--- src/rtl/stack_push_unit.sv ---
module stack_push_unit (
  input  logic        clk,
  input  logic        rst_n,
  input  logic        start,
  input  logic [1:0]  src_kind,
  input  logic [1:0]  imm_width,
  input  logic [1:0]  op_size,
  input  logic        long_mode,
  input  logic        stack_big,
  input  logic        real_mode,
  input  logic [63:0] src_value,
  input  logic [63:0] sp_in,
  output logic        busy,
  output logic        mem_req,
  input  logic        mem_ready,
  output logic [63:0] mem_addr,
  output logic [63:0] mem_data,
  output logic [7:0]  mem_be,
  output logic [1:0]  mem_size,
  output logic [63:0] sp_out,
  output logic        sp_commit,
  output logic        fault_ss
);

  localparam logic [1:0] K_REG = 2'd0;
  localparam logic [1:0] K_IMM = 2'd1;
  localparam logic [1:0] K_SEG = 2'd2;
  localparam logic [1:0] K_SP  = 2'd3;

  logic [63:0] st_mask, lane_mask, sp_dec, sp_next, ext_val;
  logic [3:0]  step;
  logic        seg_narrow, fault_now, accept;
  logic [7:0]  be_next;
  logic [1:0]  size_next;

  assign st_mask = long_mode ? {64{1'b1}} :
                   stack_big ? {32'd0, {32{1'b1}}} : {48'd0, {16{1'b1}}};

  assign step = (op_size == 2'd0) ? 4'd2 : (op_size == 2'd1) ? 4'd4 : 4'd8;

  assign sp_dec  = sp_in - {60'd0, step};
  assign sp_next = (sp_in & ~st_mask) | (sp_dec & st_mask);

  assign seg_narrow = (src_kind == K_SEG) && (op_size == 2'd1);

  always_comb begin
    case (src_kind)
      K_REG: ext_val = src_value;
      K_IMM:
        case (imm_width)
          2'd0:    ext_val = {{56{src_value[7]}},  src_value[7:0]};
          2'd1:    ext_val = {{48{src_value[15]}}, src_value[15:0]};
          2'd2:    ext_val = {{32{src_value[31]}}, src_value[31:0]};
          default: ext_val = src_value;
        endcase
      K_SEG:   ext_val = {48'd0, src_value[15:0]};
      default: ext_val = sp_in;
    endcase
  end

  assign lane_mask = (op_size == 2'd0 || seg_narrow) ? {48'd0, {16{1'b1}}} :
                     (op_size == 2'd1) ? {32'd0, {32{1'b1}}} : {64{1'b1}};

  assign be_next   = (op_size == 2'd0 || seg_narrow) ? 8'h03 :
                     (op_size == 2'd1) ? 8'h0F : 8'hFF;

  assign size_next = seg_narrow ? 2'd0 : (op_size == 2'd3) ? 2'd2 : op_size;

  assign fault_now = real_mode && ((sp_in & st_mask) == 64'd1);

  assign busy   = mem_req;
  assign accept = start && !mem_req;

  always_ff @(posedge clk or negedge rst_n) begin
    if (!rst_n) begin
      mem_req   <= 1'b0;
      mem_addr  <= '0;
      mem_data  <= '0;
      mem_be    <= '0;
      mem_size  <= '0;
      fault_ss  <= 1'b0;
      sp_commit <= 1'b0;
      sp_out    <= '0;
    end else begin
      fault_ss  <= 1'b0;
      sp_commit <= 1'b0;
      if (accept) begin
        if (fault_now) begin
          fault_ss <= 1'b1;
        end else begin
          mem_req  <= 1'b1;
          mem_addr <= sp_next;
          mem_data <= ext_val & lane_mask;
          mem_be   <= be_next;
          mem_size <= size_next;
        end
      end else if (mem_req && mem_ready) begin
        mem_req   <= 1'b0;
        sp_out    <= mem_addr;
        sp_commit <= 1'b1;
      end
    end
  end

  // request payload frozen while waiting for the handshake
  p_req_hold_r9: assert property (@(posedge clk) disable iff (!rst_n)
    mem_req && !mem_ready |=> mem_req && $stable(mem_addr) && $stable(mem_data) && $stable(mem_be));

  // a commit only follows a completed handshake
  p_commit_after_hs_r8: assert property (@(posedge clk) disable iff (!rst_n)
    sp_commit |-> $past(mem_req && mem_ready));

  // committed pointer is the address that was written
  p_sp_matches_addr_r1: assert property (@(posedge clk) disable iff (!rst_n)
    sp_commit |-> sp_out == $past(mem_addr));

  // a fault never comes with a write or a commit
  p_fault_silent_r7: assert property (@(posedge clk) disable iff (!rst_n)
    fault_ss |-> !mem_req && !sp_commit);

  // byte enables are one of the contiguous low-lane masks
  p_be_shape_r6: assert property (@(posedge clk) disable iff (!rst_n)
    mem_req |-> (mem_be == 8'h03 || mem_be == 8'h0F || mem_be == 8'hFF));

endmodule

--- config.mk ---
export PLATFORM = sky130hd
export DESIGN_NAME = stack_push_unit
export DESIGN_NICKNAME = d
export VERILOG_FILES = /design/src/rtl/stack_push_unit.sv
export SDC_FILE = /design/constraint.sdc
export NUM_CORES = 1
export LEC_CHECK = 0
export ABC_AREA = 1
export CAP_MARGIN = 10
export CORE_MARGIN = 3
export CORE_UTILIZATION = 52
export CTS_CLUSTER_DIAMETER = 80
export DETAILED_ROUTE_END_ITERATION = 10
export PLACE_DENSITY = 0.85
export SLEW_MARGIN = 20
export SYNTH_ARGS = -nofsm -noshare
export SYNTH_HDL_FRONTEND = slang
export SYNTH_SLANG_ARGS = --single-unit
--- constraint.sdc ---
create_clock -name clk -period 3.3 [get_ports clk]
set_input_delay 0.495 -clock clk [delete_from_list [all_inputs] [get_ports clk]]
set_output_delay 0.495 -clock clk [all_outputs]
set_load 0.01 [all_outputs]
* Yosys cells after proc, flatten, opt, wreduce, memory -nomap -nowiden
Cells that the tools add are included.
Word-level totals: input port bits 141, output and inout port bits 206, bits in latches 0, ROM bits 0, RAM bits 0, register bits after elaboration 205, memories 0, word-level logic and storage cells 57
Cells by class: muxes and demuxes 19, shift operators 0, equality and inequality tests 8, reduce and logical (&&, ||, !) cells 13, divide/modulo/power cells 0, $mul 0, add/sub/neg operators 1, $lt $le $gt $ge 0, bitwise logic cells 8
Operators by type and width (number):
- one-hot mux 64 bit (3 select lines) | 2
- bitwise AND 64 bit | 4
- two-way mux 64 bit | 3
- equality test 64 x 1 -> 1 bit (second input constant) | 1
- inverter 64 bit | 1
- OR 64 bit | 1
- subtractor 64 x 4 -> 64 bit | 1
- two-way mux 32 bit | 1
- two-way mux 8 bit | 2
- two-way mux 4 bit | 2
- two-way mux 1 bit | 7
- equality test 2 x 1 -> 1 bit (second input constant) | 3
- equality test 2 bit (second input constant) | 3
- logical NOT 2 bit | 3
- AND reduction 2 bit | 3
- logical AND 1 bit | 4
- two-way mux 2 bit | 2
- != test 2 bit (second input constant) | 1
- inverter 1 bit | 2
- nonzero test 2 bit | 1
- logical NOT 1 bit | 1
- logical OR 1 bit | 1

* Logic depth before layout (Yosys ltp)
Gate-level depths: netlist of run 1.
depth in word-level cells 7, depth in mapped cells 15, depth with buffers taken out 15

* Least setup slack after synthesis of run 1
No wires, ideal clock.
kind input -> register, from in op_size[1], to reg mem_addr[22], arrival 2.348 ns, required time 3.174 ns, path buffers 1, stages on the path 13, slack 0.826 ns, library setup time 0.126 ns, cells stage by stage inv_1 clkbuf_1 ha_1 nand2_1 nand2_1 nor2_1 nand3_1 nor2_1 nand2_1 nand2_1 nand2_1 nand2_1 o21ai_0
Between the ends: cells in the longest elaborated chain, start to end 6, elaborated cells between the ends (all ways) 7, those cells by class 1 x add/sub; 1 x eq/ne; 2 x mux; 2 x bitwise; 1 x reduce/logical
RTL lines:
- start: declaration | line 7 | input logic [1:0] op_size,
- equality test 2 x 1 -> 1 bit | line 39 | assign step = (op_size == 2'd0) ? 4'd2 : (op_size == 2'd1) ? 4'd4 : 4'd8;
- two-way mux 4 bit | line 39
- two-way mux 4 bit (*) | line 39
- subtractor 64 x 4 -> 64 bit (*) | line 41 | assign sp_dec = sp_in - {60'd0, step};
- bitwise AND 64 bit (*) | line 42 | assign sp_next = (sp_in & ~st_mask) | (sp_dec & st_mask);
- OR 64 bit (*) | line 42
- end signal: assignment | line 92 | mem_addr <= sp_next;
- end: declaration | line 16 | output logic [63:0] mem_addr,
Mark *: on every way between the ends. The rest lies on a longest branch, timed or not. A chain may end at the register's enable or synchronous reset.

* Worst setup path in the final report of run 1
from in op_size[1], to reg mem_addr[61]
Same word-level chain as after synthesis.

==> impl_metrics.sql, run 1 <==
INSERT INTO impl_metrics (metric_group, metric, value, unit) VALUES
('run_status', 'status', 'completed', ''),
('logic_synthesis', 'synth_top_flop_cell', 'sky130_fd_sc_hd__dfrtp_1', ''),
('logic_synthesis', 'ys_seq_area_frac', '0.438', ''),
('timing', 'rsz_0062_raised_after_global_routing', 'no', ''),
('logic_synthesis', 'synth.area.top_cells', 'sky130_fd_sc_hd__dfrtp_1 (44%), sky130_fd_sc_hd__nand2_1 (24%), sky130_fd_sc_hd__nor2_1 (4.9%)', ''),
('timing', 'final_setup_violations', '0', ''),
('placed_design', 'detailedPlace.worstSlack', '281', 'ps'),
('placed_design', 'placed_area', '15200', 'um2'),
('worst_setup_path', 'cpPeakStageDelay', '500', 'ps'),
('worst_setup_path', 'worst-endpoint-arrival', '2990', 'ps'),
('worst_setup_path', 'worst-setup-path-type', 'in2reg', ''),
('power', 'design_power_total', '8.44', 'mW'),
('floorplan', 'placeableCoreArea', '21300', 'um2'),
('timing', 'final_report_max_slew_violation_count', '0', ''),
('min_path', 'hold_path_class', 'in2async', ''),
('clock_network', 'cts_tree', 'built', ''),
('worst_setup_path', 'worst_r2r_startpoint', 'busy', ''),
('floorplan', 'fp.dieArea', '23800', 'um2'),
('floorplan', 'dieWidth', '154', 'um'),
('layout', 'drive_gt1_frac', '0.0462', ''),
('floorplan', 'die_h', '154', 'um'),
('worst_setup_path', 'endpoint_kind', 'flop', ''),
('layout', 'most_frequent_standard_cell_in_the_layout_excluding_fill_and_tap_cells', 'sky130_fd_sc_hd__nand2_1', ''),
('timing', 'tightest_slew', '779', 'ps'),
('routing', 'detailroute.via_count', '12900', ''),
('logic_synthesis', 'syn-instance-count', '1649', ''),
('power', 'p_per_area', '533', 'nW/um2'),
('routing', 'initialDrtViolationCount', '1335', ''),
('timing', 'layout_min_cycle_time', '2660', 'ps'),
('timing', 'maxSlewHeadroom', '0.477', ''),
('power', 'cellLeakagePower', '7.46', 'nW'),
('timing', 'fin_ws', '640', 'ps'),
('logic_synthesis', 'syn-mean-instance-area', '6.94', 'um2'),
('layout', 'layout.nets', '2123', ''),
('floorplan', 'floorplan.io_pins', '347', ''),
('routing', 'route.detailed.drc', '0', ''),
('worst_setup_path', 'critical_path_cell_list', 'clkdlybuf4s50_1, nor2_1, ha_1, fa_1, inv_1, nand2_1, nand2_1, nor2_1, nand2_1, nor2_2, nand2_1, nand2_1, nand2_1, nand2_1, nand2_1', ''),
('logic_synthesis', 'async_reset_ff_frac', '1.00', ''),
('job', 'drv.max_cap_violation_count', '0', ''),
('placed_design', 'place_congestion', '0.996', ''),
('global_route', 'gr-total-overflow', '0', ''),
('logic_synthesis', 'synth.net_count', '1794', ''),
('layout', 'area_growth_syn_to_layout', '38.5', '%'),
('logic_synthesis', 'yosysTopAreaCell', 'sky130_fd_sc_hd__dfrtp_1', ''),
('routing', 'routed_wire_length_per_instance', '19.5', 'um'),
('layout', 'final_cell_count_no_fill', '2268', ''),
('worst_setup_path', 'timing.critical_path.from_type', 'input port', ''),
('placed_design', 'post-dp-hpwl', '33.9', 'mm'),
('worst_setup_path', 'crit_path_frequent_cell', 'sky130_fd_sc_hd__nand2_1', ''),
('worst_setup_path', 'highest_net_fanout_along_the_worst_path', '10', ''),
('routing', 'detail_route.vias_per_cell', '5.67', ''),
('clock_network', 'cts_buffers', '17', ''),
('clock_network', 'cts_setup_buffers', '0', ''),
('timing', 'clock-skew-final', '9.73', 'ps'),
('global_route', 'via_count_of_the_first_global_routing_pass', '12200', ''),
('logic_synthesis', 'yosys_warnings', '0', ''),
('floorplan', 'rows', '53', ''),
('clock_network', 'clock_sinks', '200', ''),
('placed_design', 'place.detailed.instances', '2234', ''),
('global_route', 'track_usage', '0.369', ''),
('clock_network', 'cts_hold_fix_bufs', '0', ''),
('power', 'ir_drop', '0.309', 'mV'),
('logic_synthesis', 'synth.top_cell.area_share', '0.438', ''),
('logic_synthesis', 'yosys.cell_types.count', '31', ''),
('logic_synthesis', 'synth-edff-count', '0', ''),
('layout', 'register_area', '5000', 'um2'),
('worst_setup_path', 'r2r_slack', '1610', 'ps'),
('layout', 'most-common-layout-cells', 'sky130_fd_sc_hd__nand2_1 (722), sky130_fd_sc_hd__clkdlybuf4s50_1 (345), sky130_fd_sc_hd__dfrtp_1 (200)', ''),
('placed_design', 'placement.io_buffers', '346', ''),
('global_route', 'grt_start_max_net_pins', '122', ''),
('clock_network', 'cts_htree_levels', '4', '');
## routing by layer
layer / track usage / vias up / wire (um)
met5: 0 / - / 0
met4: 0.108 / 0 / 1170
met3: 0.0890 / 76 / 4970
met2: 0.562 / 768 / 19800
met1: 0.528 / 6105 / 18400
li1: - / 5909 / -
## cell families (layout without fill, tap and decap cells)
group | after synthesis | count (layout) | synth area share
xor+xnor | 28 | 28 | 0.0214
flops | 200 | 200 | 0.438
other cells | 0 | 2 | 0
simple gates | 1005 | 1005 | 0.347
compound gates | 206 | 206 | 0.107
buf+inv | 206 | 548 | 0.0810
fa+ha+maj | 4 | 4 | 0.00503
## worst max-delay path by stage
stage	start	end	slack, ps	cells past startpoint
CTS	op_size[1]	mem_addr[61]	710	15
detailed placement	op_size[1]	mem_addr[29]	280	14
global route	op_size[0]	mem_addr[29]	420	14
finish	op_size[1]	mem_addr[61]	640	15
floorplan	op_size[1]	mem_addr[22]	830	13
global placement	long_mode	mem_data[0]	360	13
## cell type report
type / count / share of cell area
flip-flops and latches: 200 / 0.316
clock buffers: 19 / 0.0286
inverters: 122 / 0.0289
repair buffers: 394 / 0.247
multi-input cells: 1243 / 0.349
clock inverters: 13 / 0.00845
diodes: 2 / 0.000316
well taps: 275 / 0.0217
## flip-flops by register name, indices dropped and copies added, names as in the netlist
register	flops
busy	1
sp_out	64
fault_ss	1
mem_addr	64
mem_be	3
mem_size	2
sp_commit	1
mem_data	64
## synthesized netlist by cell type, types with 13 or more instances
cell                       number
sky130_fd_sc_hd__nand2_1      723
sky130_fd_sc_hd__dfrtp_1      200
sky130_fd_sc_hd__nor2_1       149
sky130_fd_sc_hd__inv_1        119
sky130_fd_sc_hd__nand3_1       99
sky130_fd_sc_hd__o21ai_0       80
sky130_fd_sc_hd__clkbuf_1      49
sky130_fd_sc_hd__o211ai_1      44
sky130_fd_sc_hd__o21ai_1       39
sky130_fd_sc_hd__xor2_1        28
sky130_fd_sc_hd__nand4_1       19
sky130_fd_sc_hd__buf_6         13
## where the power goes
group	switching, mW	internal, mW	total [mW]
combinational	1.41	1.47	2.88
clock	1.09	1.05	2.14
sequential	0.430	3.00	3.43
## worst max-delay path: cells and delay by family
family | cells | cell delay (ps)
buffers and inverters | 2 | 570
AND/OR/NAND/NOR | 11 | 1500
adder cells (fa/ha/maj) | 2 | 450
## through the flow
step           utilization  hold slack (ps)
2_1_floorplan            -              199
3_3_place_gp         0.716              460
3_5_place_dp         0.716              464
4_1_cts              0.744              106
5_1_grt              0.744              127
6_report             0.744             86.6
No activity file was read; power rests on OpenSTA's default activity.
==> run 2: changes to the inputs <==
--- a/config.mk
+++ b/config.mk
@@ -8,10 +8,10 @@
 export ABC_AREA = 1
 export CAP_MARGIN = 10
 export CORE_MARGIN = 3
-export CORE_UTILIZATION = 52
+export CORE_UTILIZATION = 43
 export CTS_CLUSTER_DIAMETER = 80
 export DETAILED_ROUTE_END_ITERATION = 10
-export PLACE_DENSITY = 0.85
+export PLACE_DENSITY = 0.75
 export SLEW_MARGIN = 20
 export SYNTH_ARGS = -nofsm -noshare
 export SYNTH_HDL_FRONTEND = slang
==> constraint.sdc (replaced) <==
create_clock -name clk -period 2.4 [get_ports clk]
set_input_delay 0.36 -clock clk [delete_from_list [all_inputs] [get_ports clk]]
set_output_delay 0.36 -clock clk [all_outputs]
set_load 0.01 [all_outputs]
==> run 2 against run 1 <==
Sequential power rose by 37%. First-iteration DRC count did not move. Power rose by 39%. Highest routed layer unchanged.
==> impl_metrics.sql, run 2 (same netlist as run 1, synthesis figures left out) <==
INSERT INTO impl_metrics (metric_group, metric, value, unit) VALUES
('run_status', 'status', 'completed', ''),
('routing', 'detail_route.vias_per_cell', '5.27', ''),
('timing', 'maxSlewHeadroom', '0.634', ''),
('power', 'ir_drop', '0.453', 'mV'),
('routing', 'antenna_violating_nets_post_route', '0', ''),
('worst_setup_path', 'timing.critical_path.from_type', 'input port', ''),
('clock_network', 'cts_root_buf', 'sky130_fd_sc_hd__clkbuf_16', ''),
('layout', 'most-common-layout-cells', 'sky130_fd_sc_hd__nand2_1 (722), sky130_fd_sc_hd__clkdlybuf4s50_1 (344), sky130_fd_sc_hd__dfrtp_1 (200)', ''),
('timing', 'final_setup_violations', '0', ''),
('layout', 'drive_gt1_frac', '0.107', ''),
('timing', 'tightest_slew', '548', 'ps'),
('worst_setup_path', 'worst-setup-path-type', 'in2reg', ''),
('clock_network', 'clock_insertion_delay_worst_skew', '450', 'ps'),
('routing', 'routed.top_layer', 'met4', ''),
('timing', 'final.period_utilization', '0.919', ''),
('worst_setup_path', 'endpoint_kind', 'flop', ''),
('layout', 'registers_with_the_most_flip_flops', 'mem_addr (64), mem_data (64), sp_out (64)', ''),
('timing', 'final_report_max_slew_violation_count', '0', ''),
('floorplan', 'floorplan.io_pins', '347', ''),
('placed_design', 'placement.io_buffers', '346', ''),
('routing', 'routed_wire_length_per_instance', '19.1', 'um'),
('worst_setup_path', 'highest_net_fanout_along_the_worst_path', '2', ''),
('global_route', 'initial_antenna_violation_count', '1', ''),
('timing', 'timing.final.hold_violations', '0', ''),
('floorplan', 'fp.dieArea', '28600', 'um2'),
('clock_network', 'cts_buffers', '17', ''),
('timing', 'clock-skew-final', '14.3', 'ps'),
('placed_design', 'post-dp-hpwl', '36.6', 'mm'),
('floorplan', 'die_h', '169', 'um'),
('timing', 'tns', '0', 'ps'),
('power', 'cellLeakagePower', '8.14', 'nW'),
('timing', 'layout_min_cycle_time', '2210', 'ps'),
('global_route', 'gr-total-overflow', '0', ''),
('layout', 'final_util', '0.652', ''),
('routing', 'detailroute.via_count', '13000', ''),
('global_route', 'via_count_of_the_first_global_routing_pass', '12200', ''),
('job', 'drv.max_cap_violation_count', '0', ''),
('worst_setup_path', 'r2r_slack', '840', 'ps'),
('timing', 'timing.fmax', '453', 'MHz'),
('global_route', 'track_usage', '0.324', ''),
('timing', 'rsz_0062_raised_after_global_routing', 'no', ''),
('layout', 'area_growth_syn_to_layout', '49.0', '%'),
('routing', 'drt-total-wl', '46.9', 'mm'),
('clock_network', 'cts_tree', 'built', ''),
('global_route', 'grt_pass1_wl', '71.7', 'mm'),
('floorplan', 'dieWidth', '169', 'um'),
('min_path', 'hold_path_class', 'in2async', ''),
('floorplan', 'floorplan.initialDensity', '0.438', ''),
('layout', 'most_frequent_standard_cell_in_the_layout_excluding_fill_and_tap_cells', 'sky130_fd_sc_hd__nand2_1', ''),
('global_route', 'grt_start_max_net_pins', '80', ''),
('clock_network', 'cts.path.max_buffers', '2', ''),
('worst_setup_path', 'worst_r2r_startpoint', 'busy', ''),
('clock_network', 'clock_sinks', '200', ''),
('routing', 'route.detailed.drc', '0', ''),
('power', 'design_power_total', '11.8', 'mW'),
('worst_setup_path', 'worst_r2r_path_depth', '7', ''),
('routing', 'met2RoutedLength', '20.9', 'mm'),
('floorplan', 'rows', '59', ''),
('clock_network', 'cts_htree_levels', '4', ''),
('worst_setup_path', 'rr_endpoint', 'mem_data[15]', ''),
('floorplan', 'placeableCoreArea', '26100', 'um2'),
('placed_design', 'place_congestion', '0.948', ''),
('worst_setup_path', 'data_required_critical_path', '2710', 'ps'),
('routing', 'met3RoutedLength', '4.07', 'mm'),
('layout', 'antenna_cells', '0', ''),
('clock_network', 'cts_setup_buffers', '0', ''),
('layout', 'layout.nets', '2254', ''),
('clock_network', 'cts_clock_pin_slew_for_the_worst_setup_and_hold_paths', '80', 'ps'),
('routing', 'initialDrtViolationCount', '1335', ''),
('power', 'p_per_area', '691', 'nW/um2'),
('worst_setup_path', 'worst-endpoint-arrival', '2520', 'ps'),
('routing', 'routedLengthMet1', '21.1', 'mm'),
('routing', 'drtPass1Iterations', '8', '');
-- run 2: cell count changes in the layout (fill, tap and decap cells not counted), sizes merged --
cell,delta
dlygate4sd3,+1
diode,-2
clkinv,-3
buf,+130
dlymetal6s2s,+1
clkdlybuf4s50,-1
inv,+3
-- run 2: where the power goes --
group | switching (mW) | internal, mW
clock network | 1.53 | 1.39
logic | 1.95 | 2.19
registers | 0.590 | 4.12
-- run 2: per-layer routing --
metal	vias up	global-route usage
li1	6175	-
met1	6149	0.480
met2	585	0.488
met3	51	0.0673
met4	0	0.0765
met5	-	0
-- run 2: stage by stage --
step	setup WS [ps]	std cells	area [um2]	hold WS (ps)
6_report	195	2457	17000	304
5_1_grt	3.30	2457	17000	304
4_1_cts	12.5	2457	17000	316
3_5_place_dp	-588	2424	16400	215
3_3_place_gp	-528	2424	16400	216
2_1_floorplan	61.1	1649	11400	64.4
-- run 2: worst max-delay path by stage --
stage | from | end | depth (start not counted)
floorplan | op_size[1] | mem_addr[22] | 13
global placement | op_size[1] | mem_addr[35] | 11
detailed placement | op_size[1] | mem_addr[27] | 11
CTS | op_size[1] | mem_addr[49] | 16
global route | op_size[0] | mem_addr[42] | 17
finish | sp_in[1] | mem_addr[23] | 15
-- run 2: cell type report --
type,instances,area (um2)
clock buffer,19,433
clock inverter,13,135
fill,2306,9090
inverter,122,458
multi-input combinational,1243,5540
sequential,200,5000
tap,335,419
timing repair buffer,525,5050
-- run 2: timing repair --
item | 4_1_cts | 5_1_grt
endpoints found under the setup margin | 10 | 46
gates resized for setup | 3 | 5
endpoints found under the hold margin | 10 | 0
hold buffers | 1 | 0
-- run 2: critical path, stage by stage --
cell	delay, ps
sky130_fd_sc_hd__clkdlybuf4s50_1	480
sky130_fd_sc_hd__inv_1	80
sky130_fd_sc_hd__ha_1	230
sky130_fd_sc_hd__fa_1	430
sky130_fd_sc_hd__inv_1	100
sky130_fd_sc_hd__nand2_1	70
sky130_fd_sc_hd__nor2_1	120
sky130_fd_sc_hd__nor2_1	70
sky130_fd_sc_hd__nand2_1	90
sky130_fd_sc_hd__buf_4	130
sky130_fd_sc_hd__nor2_1	40
sky130_fd_sc_hd__nand2_1	50
sky130_fd_sc_hd__nand2_1	40
sky130_fd_sc_hd__nand2_1	110
sky130_fd_sc_hd__o21ai_0	110
==> run 3: changes to the inputs <==
--- a/config.mk
+++ b/config.mk
@@ -7,6 +7,7 @@
 export LEC_CHECK = 0
 export ABC_AREA = 1
 export CAP_MARGIN = 10
+export CORE_ASPECT_RATIO = 0.9
 export CORE_MARGIN = 3
 export CORE_UTILIZATION = 43
 export CTS_CLUSTER_DIAMETER = 80
==> run 3 against run 2 <==
Sequential power is essentially flat. Clock power grew 4%. Combinational power is essentially flat. Flip-flop and latch count is the same. Clock skew is essentially flat. Wire length is essentially flat. Final cell count grew 0.81%. Largest power group unchanged. Critical endpoint is now mem_addr[60]. Critical path type unchanged. Via count grew 0.17%. Core utilization grew 1.7 points. First-iteration DRC count shrank 4.8%. Critical path depth grew 3.
==> impl_metrics.sql, run 3 (same netlist as run 1, synthesis figures left out) <==
INSERT INTO impl_metrics (metric_group, metric, value, unit) VALUES
('run_status', 'status', 'completed', ''),
('timing', 'fin_ws', '173', 'ps'),
('floorplan', 'floorplan.io_pins', '347', ''),
('worst_setup_path', 'worst_r2r_path_depth', '6', ''),
('worst_setup_path', 'data_required_critical_path', '2720', 'ps'),
('placed_design', 'placement.io_buffers', '346', ''),
('worst_setup_path', 'r2r_slack', '860', 'ps'),
('power', 'p_sw_frac', '0.343', ''),
('worst_setup_path', 'highest_net_fanout_along_the_worst_path', '6', ''),
('routing', 'antenna_violating_nets_post_route', '0', ''),
('clock_network', 'cts_buffers', '17', ''),
('worst_setup_path', 'timing.critical_path.from_type', 'input port', ''),
('worst_setup_path', 'worst_path_dominant_cell_family', 'buffers and inverters', ''),
('clock_network', 'clock_sinks', '200', ''),
('global_route', 'gr-total-overflow', '0', ''),
('floorplan', 'floorplan.initialDensity', '0.446', ''),
('clock_network', 'cts_clock_pin_slew_for_the_worst_setup_and_hold_paths', '80', 'ps'),
('layout', 'final_cell_area', '17200', 'um2'),
('routing', 'detailroute.via_count', '13000', ''),
('clock_network', 'cts_tree', 'built', ''),
('layout', 'final_util', '0.670', ''),
('routing', 'detail_route.vias_per_cell', '5.24', ''),
('worst_setup_path', 'worst-endpoint-arrival', '2550', 'ps'),
('placed_design', 'place_congestion', '0.989', ''),
('layout', 'drive_gt1_frac', '0.114', ''),
('global_route', 'via_count_of_the_first_global_routing_pass', '12300', ''),
('global_route', 'track_usage', '0.327', ''),
('power', 'p_per_area', '693', 'nW/um2'),
('worst_setup_path', 'cpPeakStageDelay', '490', 'ps'),
('routing', 'routed_wire_length_per_instance', '18.9', 'um'),
('global_route', 'grt_pass1_wl', '72.6', 'mm'),
('timing', 'final.period_utilization', '0.928', ''),
('timing', 'layout_min_cycle_time', '2230', 'ps'),
('layout', 'most_frequent_standard_cell_in_the_layout_excluding_fill_and_tap_cells', 'sky130_fd_sc_hd__nand2_1', ''),
('clock_network', 'clock_insertion_delay_worst_skew', '440', 'ps'),
('timing', 'finalHoldWorstSlack', '463', 'ps'),
('routing', 'drtPass1Iterations', '7', ''),
('clock_network', 'cts_root_buf', 'sky130_fd_sc_hd__clkbuf_16', ''),
('global_route', 'initial_antenna_violation_count', '2', ''),
('worst_setup_path', 'worst_path_slowest_cell', 'sky130_fd_sc_hd__clkdlybuf4s50_1', ''),
('timing', 'final_setup_violations', '0', ''),
('routing', 'drt-total-wl', '46.9', 'mm'),
('layout', 'most-common-layout-cells', 'sky130_fd_sc_hd__nand2_1 (722), sky130_fd_sc_hd__clkdlybuf4s50_1 (344), sky130_fd_sc_hd__dfrtp_1 (200)', ''),
('floorplan', 'die_h', '161', 'um'),
('layout', 'area_of_the_multi_input_gates', '5560', 'um2'),
('clock_network', 'cts_htree_levels', '4', ''),
('power', 'share_clk_of_total_power', '0.255', ''),
('power', 'ir_drop', '0.404', 'mV'),
('worst_setup_path', 'worst-setup-path-type', 'in2reg', ''),
('layout', 'register_area', '5000', 'um2'),
('worst_setup_path', 'critical_path_depth', '18', ''),
('timing', 'final_report_max_slew_violation_count', '0', ''),
('placed_design', 'post-dp-hpwl', '37.0', 'mm'),
('timing', 'clock-skew-final', '14.7', 'ps'),
('worst_setup_path', 'worst_r2r_startpoint', 'busy', ''),
('layout', 'final.fill_count', '2263', ''),
('routing', 'initialDrtViolationCount', '1271', ''),
('power', 'power_report.internal_total', '7.83', 'mW'),
('power', 'power.share.combinational', '0.349', ''),
('worst_setup_path', 'crit_path_frequent_cell', 'sky130_fd_sc_hd__nand2_1', ''),
('floorplan', 'dieWidth', '178', 'um'),
('power', 'cellLeakagePower', '8.21', 'nW'),
('job', 'drv.max_cap_violation_count', '0', ''),
('min_path', 'hold_path_class', 'in2reg', ''),
('layout', 'registers_with_the_most_flip_flops', 'mem_addr (64), mem_data (64), sp_out (64)', ''),
('timing', 'maxSlewHeadroom', '0.538', ''),
('worst_setup_path', 'cp-endpoint', 'mem_addr[60]', ''),
('timing', 'timing.final.hold_violations', '0', ''),
('worst_setup_path', 'cp-startpoint', 'op_size[0]', ''),
('clock_network', 'cts.path.max_buffers', '2', ''),
('power', 'seq_power_share', '0.396', ''),
('timing', 'tightest_slew', '693', 'ps'),
('layout', 'layout.nets', '2265', ''),
('floorplan', 'fp.dieArea', '28600', 'um2'),
('layout', 'area_growth_syn_to_layout', '50.3', '%'),
('worst_setup_path', 'crit_buf_inv', '6', ''),
('worst_setup_path', 'endpoint_kind', 'flop', ''),
('worst_setup_path', 'critical_path_cell_list', 'clkdlybuf4s50_1, inv_1, nor2_4, inv_1, ha_1, nand2_1, nor2_1, nor2_1, buf_4, buf_4, nand2_1, nor2_1, buf_4, nand3_1, nand2_1, nand2_1, nand2_1, o21ai_0', ''),
('worst_setup_path', 'rr_endpoint', 'mem_data[5]', ''),
('floorplan', 'placeableCoreArea', '25700', 'um2'),
('routing', 'route.detailed.drc', '0', ''),
('global_route', 'grt_start_max_net_pins', '69', ''),
('power', 'power.switching', '4.09', 'mW'),
('placed_design', 'detailedPlace.worstSlack', '-451', 'ps'),
('placed_design', 'placed_area', '16500', 'um2'),
('timing', 'timing.fmax', '449', 'MHz'),
('floorplan', 'rows', '55', '');
-- run 3: layout make-up --
class / count / area share
Clock inverter: 14 / 0.0103
Sequential cell: 200 / 0.291
Antenna cell: 2 / 0.000291
Clock buffer: 18 / 0.0250
Tap cell: 342 / 0.0249
Multi-Input combinational cell: 1243 / 0.324
Inverter: 122 / 0.0266
Timing Repair Buffer: 536 / 0.298
-- run 3: worst register-to-register path, stage by stage, from the launching register on --
cell and delay, ps:
sky130_fd_sc_hd__dfrtp_1 450, sky130_fd_sc_hd__inv_1 100, sky130_fd_sc_hd__nand2_1 130, sky130_fd_sc_hd__nor2_4 400, sky130_fd_sc_hd__buf_4 270, sky130_fd_sc_hd__nand2_1 80
sky130_fd_sc_hd__nand2_1 70
-- run 3: how the worst min path moves through the flow --
stage | from | endpoint | cells after the start
after floorplan | rst_n | busy | 0
after global placement | rst_n | sp_out[50] | 1
after detailed placement | rst_n | sp_out[50] | 1
after CTS | rst_n | sp_out[50] | 2
after global routing | op_size[1] | mem_data[61] | 4
final | op_size[1] | mem_data[61] | 4
-- run 3: routing by layer --
metal | global-route usage | vias up | wire length [um]
met5 | 0 | - | 0
met4 | 0.0671 | 0 | 836
met3 | 0.0667 | 57 | 4660
met2 | 0.479 | 654 | 20000
met1 | 0.500 | 6071 | 21400
li1 | - | 6200 | -
-- run 3: what timing repair did --
| item | in CTS | in global routing |
|---|---|---|
| hold buffers | 1 | 0 |
| setup buffers | 0 | 2 |
| setup endpoints to repair | 0 | 42 |
| gates resized for setup | 0 | 14 |
| hold endpoints to repair | 59 | 0 |
-- run 3: power by group through the flow --
| stage | Clock [mW] | Sequential (mW) | Combinational [mW] |
|---|---|---|---|
| after floorplan | 0 | 4.98 | 1.21 |
| after global placement | 0 | 4.74 | 4.08 |
| after detailed placement | 0 | 4.75 | 4.15 |
| after CTS | 3.06 | 4.70 | 4.17 |
| after global routing | 3.21 | 4.80 | 4.52 |
| final | 3.04 | 4.71 | 4.16 |
-- run 3: metrics by stage --
stage / power, mW / std cells / TNS, ps
final: 11.9 / 2477 / 0
after global routing: 12.5 / 2477 / -1.74
after CTS: 11.9 / 2473 / 0
after detailed placement: 8.91 / 2440 / -27360
after global placement: 8.82 / 2440 / -21670
after floorplan: 6.19 / 1649 / 0
